<file path="config.mk">
export PLATFORM = sky130hd
export DESIGN_NAME = t1_tx_mapper
export DESIGN_NICKNAME = d
export VERILOG_FILES = /design/src/rtl/t1m_pkg.sv /design/src/rtl/tdm_bank_buf.sv /design/src/rtl/t1_chan_lut.sv /design/src/rtl/t1_tx_mapper.sv
export SDC_FILE = /design/constraint.sdc
export NUM_CORES = 2
export LEC_CHECK = 0
export BUFFER_PORTS_ARGS = -buffer_cell sky130_fd_sc_hd__buf_2
export CAP_MARGIN = 20
export CORE_MARGIN = 10
export CORE_UTILIZATION = 40
export DETAILED_ROUTE_END_ITERATION = 8
export GPL_TIMING_DRIVEN = 0
export PLACE_DENSITY = 0.63
export SLEW_MARGIN = 20
export SYNTH_ARGS = -nofsm -noshare
export SYNTH_HDL_FRONTEND = slang
export SYNTH_SLANG_ARGS = --single-unit
</file>
<file path="constraint.sdc">
create_clock -name clk_i -period 7.4 [get_ports clk_i]
set_input_delay 0.37 -clock clk_i [delete_from_list [all_inputs] [get_ports clk_i]]
set_output_delay 0.37 -clock clk_i [all_outputs]
set_load 0.01 [all_outputs]
</file>
<file path="src/rtl/t1m_pkg.sv">
package t1m_pkg;
  localparam int SIG_W = 4;
  typedef struct packed {
    logic ima;
    logic transp;
    logic sovr;
  } mode_t;
endpackage

</file>
<file path="src/rtl/tdm_bank_buf.sv">
// Two frame banks: one fills from the stream while the other is read whole.
module tdm_bank_buf #(
  parameter int DEPTH = 256,
  parameter int AW    = 8
) (
  input  logic             clk_i,
  input  logic             rst_ni,
  input  logic             wr_bank_i,
  input  logic [AW-1:0]    wr_addr_i,
  input  logic             wr_bit_i,
  input  logic             rd_bank_i,
  output logic [DEPTH-1:0] rd_vec_o
);
  logic [DEPTH-1:0] bank0_q, bank1_q;

  always_ff @(posedge clk_i or negedge rst_ni) begin
    if (!rst_ni) begin
      bank0_q <= '0;
      bank1_q <= '0;
    end else if (wr_bank_i) begin
      bank1_q[wr_addr_i] <= wr_bit_i;
    end else begin
      bank0_q[wr_addr_i] <= wr_bit_i;
    end
  end

  assign rd_vec_o = rd_bank_i ? bank1_q : bank0_q;
endmodule

</file>
<file path="src/rtl/t1_chan_lut.sv">
// Channel-to-timeslot table; entries indexed by channel 1..CH_N.
module t1_chan_lut #(
  parameter int CH_N = 24,
  parameter int CH_W = 5,
  parameter int TS_N = 32,
  parameter int TS_W = 5
) (
  input  logic                 clk_i,
  input  logic                 rst_ni,
  input  logic                 we_i,
  input  logic [CH_W-1:0]      wr_ch_i,
  input  logic [TS_W-1:0]      wr_ts_i,
  input  logic [CH_W-1:0]      rd_ch_i,
  output logic [TS_W-1:0]      rd_ts_o,
  output logic [CH_N*TS_W-1:0] map_flat_o
);
  logic [TS_W-1:0] map_q [CH_N];

  for (genvar c = 0; c < CH_N; c++) begin : g_ent
    // default skips timeslot 0 and the middle timeslot
    localparam int DEF = (c + 1 < TS_N / 2) ? c + 1 : c + 2;
    always_ff @(posedge clk_i or negedge rst_ni) begin
      if (!rst_ni)                                map_q[c] <= TS_W'(DEF);
      else if (we_i && wr_ch_i == CH_W'(c + 1))   map_q[c] <= wr_ts_i;
    end
    assign map_flat_o[c*TS_W +: TS_W] = map_q[c];
  end

  always_comb begin
    rd_ts_o = '0;
    for (int c = 0; c < CH_N; c++) begin
      if (rd_ch_i == CH_W'(c + 1)) rd_ts_o = map_q[c];
    end
  end
endmodule

</file>
<file path="src/rtl/t1_tx_mapper.sv">
// TS_N and TS_BITS must be powers of two.
module t1_tx_mapper
  import t1m_pkg::*;
#(
  parameter  int TS_N       = 32,
  parameter  int TS_BITS    = 8,
  parameter  int CH_N       = 24,
  localparam int FRAME_BITS = TS_N * TS_BITS,
  localparam int T1_BITS    = CH_N * TS_BITS + 1,
  localparam int POS_W      = $clog2(FRAME_BITS),
  localparam int TS_W       = $clog2(TS_N),
  localparam int OFS_W      = $clog2(TS_BITS),
  localparam int CH_W       = $clog2(CH_N + 1)
) (
  input  logic             clk_i,
  input  logic             rst_ni,
  input  logic             fp_i,
  input  logic             dst_i,
  input  logic             cst_i,
  input  logic             ima_i,
  input  logic             transp_i,
  input  logic             sync_ovr_i,
  input  logic             s_gen_i,
  input  logic             map_we_i,
  input  logic [CH_W-1:0]  map_ch_i,
  input  logic [TS_W-1:0]  map_ts_i,
  output logic             t1_bit_o,
  output logic             t1_oe_o,
  output logic             sig_valid_o,
  output logic [SIG_W-1:0] sig_o
);
  logic [POS_W-1:0] pos_q, pos_cur, k1;
  logic             bank_q, bank_cur;
  logic             primed_q, run_q, run_cur;
  mode_t            mode_q, mode_cur;
  logic             transp_q;

  assign pos_cur  = fp_i ? '0 : pos_q + POS_W'(1);
  assign bank_cur = fp_i ? ~bank_q : bank_q;
  assign run_cur  = fp_i ? primed_q : run_q;
  assign mode_cur = fp_i ? '{ima: ima_i, transp: transp_i, sovr: sync_ovr_i} : mode_q;
  assign transp_q = mode_q.transp;

  always_ff @(posedge clk_i or negedge rst_ni) begin
    if (!rst_ni) begin
      pos_q    <= '0;
      bank_q   <= 1'b0;
      primed_q <= 1'b0;
      run_q    <= 1'b0;
      mode_q   <= '0;
    end else begin
      pos_q  <= pos_cur;
      bank_q <= bank_cur;
      run_q  <= run_cur;
      mode_q <= mode_cur;
      if (fp_i) primed_q <= 1'b1;
    end
  end

  // frame banks
  logic [FRAME_BITS-1:0] dvec, cvec;

  tdm_bank_buf #(.DEPTH(FRAME_BITS), .AW(POS_W)) u_dbuf (
    .clk_i, .rst_ni, .wr_bank_i(bank_cur), .wr_addr_i(pos_cur),
    .wr_bit_i(dst_i), .rd_bank_i(~bank_cur), .rd_vec_o(dvec)
  );

  tdm_bank_buf #(.DEPTH(FRAME_BITS), .AW(POS_W)) u_cbuf (
    .clk_i, .rst_ni, .wr_bank_i(bank_cur), .wr_addr_i(pos_cur),
    .wr_bit_i(cst_i), .rd_bank_i(~bank_cur), .rd_vec_o(cvec)
  );

  // T1 position decode: position 0 is the S-bit
  logic [CH_W-1:0]   ch_num;
  logic [OFS_W-1:0]  ofs;
  logic [TS_W-1:0]   lut_ts, sig_ts;
  logic [POS_W-1:0]  data_addr;
  logic [CH_N*TS_W-1:0] map_flat;

  assign k1     = pos_cur - POS_W'(1);
  assign ofs    = k1[OFS_W-1:0];
  assign ch_num = CH_W'(k1[POS_W-1:OFS_W]) + CH_W'(1);

  t1_chan_lut #(.CH_N(CH_N), .CH_W(CH_W), .TS_N(TS_N), .TS_W(TS_W)) u_lut (
    .clk_i, .rst_ni, .we_i(map_we_i), .wr_ch_i(map_ch_i), .wr_ts_i(map_ts_i),
    .rd_ch_i(ch_num), .rd_ts_o(lut_ts), .map_flat_o(map_flat)
  );

  assign data_addr = mode_cur.ima ? pos_cur : {lut_ts, ofs};
  assign sig_ts    = mode_cur.ima ? TS_W'(ch_num) : lut_ts;

  logic             in_t1, t1_bit, sig_hit;
  logic [SIG_W-1:0] nib;

  assign in_t1 = 32'(pos_cur) < T1_BITS;

  always_comb begin
    if (mode_cur.ima || pos_cur != '0) t1_bit = dvec[data_addr];
    else if (mode_cur.sovr)            t1_bit = dvec[FRAME_BITS-1];
    else                               t1_bit = s_gen_i;
  end

  // low nibble arrives last: A at offset TS_BITS-4
  for (genvar i = 0; i < SIG_W; i++) begin : g_nib
    assign nib[SIG_W-1-i] = cvec[{sig_ts, OFS_W'(TS_BITS - SIG_W + i)}];
  end

  assign sig_hit = run_cur && in_t1 && !mode_cur.transp && pos_cur != '0 && ofs == '0;

  always_ff @(posedge clk_i or negedge rst_ni) begin
    if (!rst_ni) begin
      t1_bit_o    <= 1'b0;
      t1_oe_o     <= 1'b0;
      sig_valid_o <= 1'b0;
      sig_o       <= '0;
    end else begin
      t1_oe_o     <= run_cur && in_t1;
      t1_bit_o    <= run_cur && in_t1 && t1_bit;
      sig_valid_o <= sig_hit;
      if (sig_hit) sig_o <= nib;
    end
  end
endmodule

</file>
==> metrics.txt <==
CTS Buf Count=99; Sum Neg Setup Slack=0 ns; Clock Latency Late Sink=0.71 ns; final instance area=0.05174 mm²; synthesized instance count=3622; antenna violations before repair=6; worst reg-to-reg path cell count=29; area grow syn2layout=13.80%; ratio of cells with drive above 1 in the final layout=40.11%; Vias=33180; commonest cells after routing, fill and taps aside=901 x mux2_2, 853 x dfrtp_1, 611 x nand2_1; post-route insts no fill=5362; largest cells by area after synthesis=dfrtp_1 47%, mux2_2 22%, mux4_2 9.5%; Crit. End Element=flop; synthesis-stage register bit count=909; Via density=6.188; Fill cells=10290; Final Util=45.93%; Clock Path Buffers=3; pin count of the biggest net entering global routing=129; Hold Path Cell Cnt=2; CTS H-tree lvls=3; footprint of the multi-input gates=0.02157 mm²; nets=3808; Total GRT Usage=26.48%; Worst path slowest cell=a2111oi_0; Synth cell types=95; Total Die Area=0.1275 mm²; Worst path max stage delay=0.74 ns; Data required, critical path=7.98 ns; share of the synthesized area in the top cell type=46.95%; Hold Crit Start=map_ts_i[0]; Final setup viols=0; Post-synth ARST share=100.0%; post-route minimum period=7.282 ns; Hold Path Sink=u_lut.map_flat_o[55]; Starting Density=40.36%; part of the Yosys area used for sequential elements=50.18%; Die H=357.1 µm; DR top layer=met5; Boundary Pins=27; DR iter-0 viols=3830; 1st-pass router iterations=7; TritonCTS clock tree=built; grt ovf=0; pwr dens=267.4 mW/mm²; Max FO, Critical Path=10; WL/cell=31.90 µm; first-pass GRT wire length=244100 µm; dpl hpwl=120700 µm; Fin. Hold Viols=0; Ys Warns=0; relative slew slack=18.17%; commonest non-fill, non-tap cell in the layout=mux2_2; cell total after placement=5164; fin crit share=98.41%; # rows=123; Die Width=357.1 µm; outcome=finished clean; Syn Nets=3654; number of global-route vias before repair=32780; Reg2Reg Setup Slack=0.12 ns; WS Path Type=reg -> reg; Antenna Nets Post-Route=0; Post-DP Area=0.04807 mm²; Storage cell area=0.02282 mm²; Synth Flop Type=dfrtp_1; clk sink count=909; Post-synth EDFFs=0; Hold/Removal Path Class=in -> reg; reg-to-reg startpoint=pos_q[1]; synthesized area=0.04547 mm²; worst r2r dst=sig_o[0]; Avg Synthesized Cell Area=12.55 µm²; routed wire length=171000 µm; maxcap violations=0; Data arrival, critical path=7.87 ns; DR DRC count=0; Core ar.=0.1127 mm²; Synth area leader=dfrtp_1; worst vdd ir=0.1850 mV; Leak Pwr=23.34 nW; I/O Buffers=23; Reg clk slew, reported paths=0.06 ns; DR WL met3=17070 µm; Fmax achieved=0.1373 GHz; Clock Tree Root=clkbuf_16; Final Wtd Congestion=1.016; Max Transition Viols Final=0; RSZ-0062 raised after global routing=no; CP startpoint kind=flop; wire length on met2=74840 µm; WL met1=68600 µm; Worst Tran Pin Value=1.227 ns; Critical Path Most Common Cell=buf_4; worst-case clock skew=0.04558 ns; Pwr Total=0.01384 W
==> per-layer routing <==
metal  vias up  track usage, %
met5         -               0
met4         2           14.01
met3       478           7.363
met2      1809           39.24
met1     17410           35.14
li1      13480               -
==> critical path: cells and delay by family (launching register included) <==
kind / cells / cell delay [ns]
buffers and inverters: 8 / 1.85
adders and majority gates: 2 / 0.81
and+or+nand+nor: 9 / 1.39
AOI/OAI and AO/OA: 9 / 2.44
DFF: 1 / 0.50
xor gates and xnor gates: 1 / 0.09
==> area by class of cell <==
type                    instances  area share (%)
flip-flops and latches        909           44.10
multi-input cells            2401           41.69
clock buffers                 151           5.746
well taps                    1500           3.627
plain buffers                 280           2.348
repair buffers                 55           1.349
clock inverters                33          0.9020
inverters                      30          0.2225
diodes                          3         0.01451
==> how the worst max path moves through the flow <==
stage / from / end / slack [ns] / cells after the start
3_5_place_dp: fp_i / sig_o[3] / -1.99 / 25
5_1_grt: pos_q[1] / sig_o[3] / 0.02 / 28
6_report: pos_q[1] / sig_o[0] / 0.12 / 29
4_1_cts: pos_q[1] / sig_o[3] / 0.11 / 29
2_1_floorplan: fp_i / sig_o[3] / 1.51 / 29
3_3_place_gp: rst_ni / u_dbuf.bank0_q[184] / -14.41 / 1
==> cells in the mapped netlist (all sizes together) (33+ instances only) <==
library cell / count
a21oi: 65
buf: 52
clkbuf: 230
dfrtp: 853
dfstp: 56
mux2: 901
mux2i: 33
mux4: 192
nand2: 612
nand3: 35
nor2: 136
nor3: 49
o21ai: 61
==> cell families after synthesis <==
family,share of synthesized area (%)
multiplexers,32.55
flip-flops,50.18
XOR/XNOR,0.2669
AND/OR/NAND/NOR,8.823
buffers and inverters,2.705
adder cells (fa/ha/maj),0.3302
AO/OA/AOI/OAI,5.138
==> power by group <==
part	switching (W)	internal [W]
Clock	0.00217	0.00312
Combinational	0.00222	0.000969
Sequential	0.000141	0.00522
Total	0.00453	0.00931
==> what timing repair did <==
| item | CTS | global route |
|---|---|---|
| hold buffers | 3 | 0 |
| buffers inserted | 6 | 4 |
| resized for setup | 29 | 16 |
| endpoints found under the setup margin | 5 | 5 |
| endpoints found under the hold margin | 77 | 0 |
| pin swaps | 4 | 4 |
==> metrics by stage <==
| step | setup slack, ns | hold slack (ns) |
|---|---|---|
| finish | 0.1179 | 0.01763 |
| CTS | 0.1056 | 0.004839 |
| global route | 0.01653 | 0.02069 |
| detailed placement | -1.985 | 0.3575 |
| floorplan | 1.507 | 0.07441 |
| global placement | -14.41 | 0.4470 |
==> flip-flops by register name (all words and copies together), names as in the netlist, 2 cells and up <==
signal,count
u_dbuf.bank1_q,256
pos_q,8
mode_q,2
sig_o,4
u_dbuf.bank0_q,256
u_cbuf.bank1_q,128
u_cbuf.bank0_q,128
u_lut.map_flat_o,120
(Power assumes the default switching activity.)
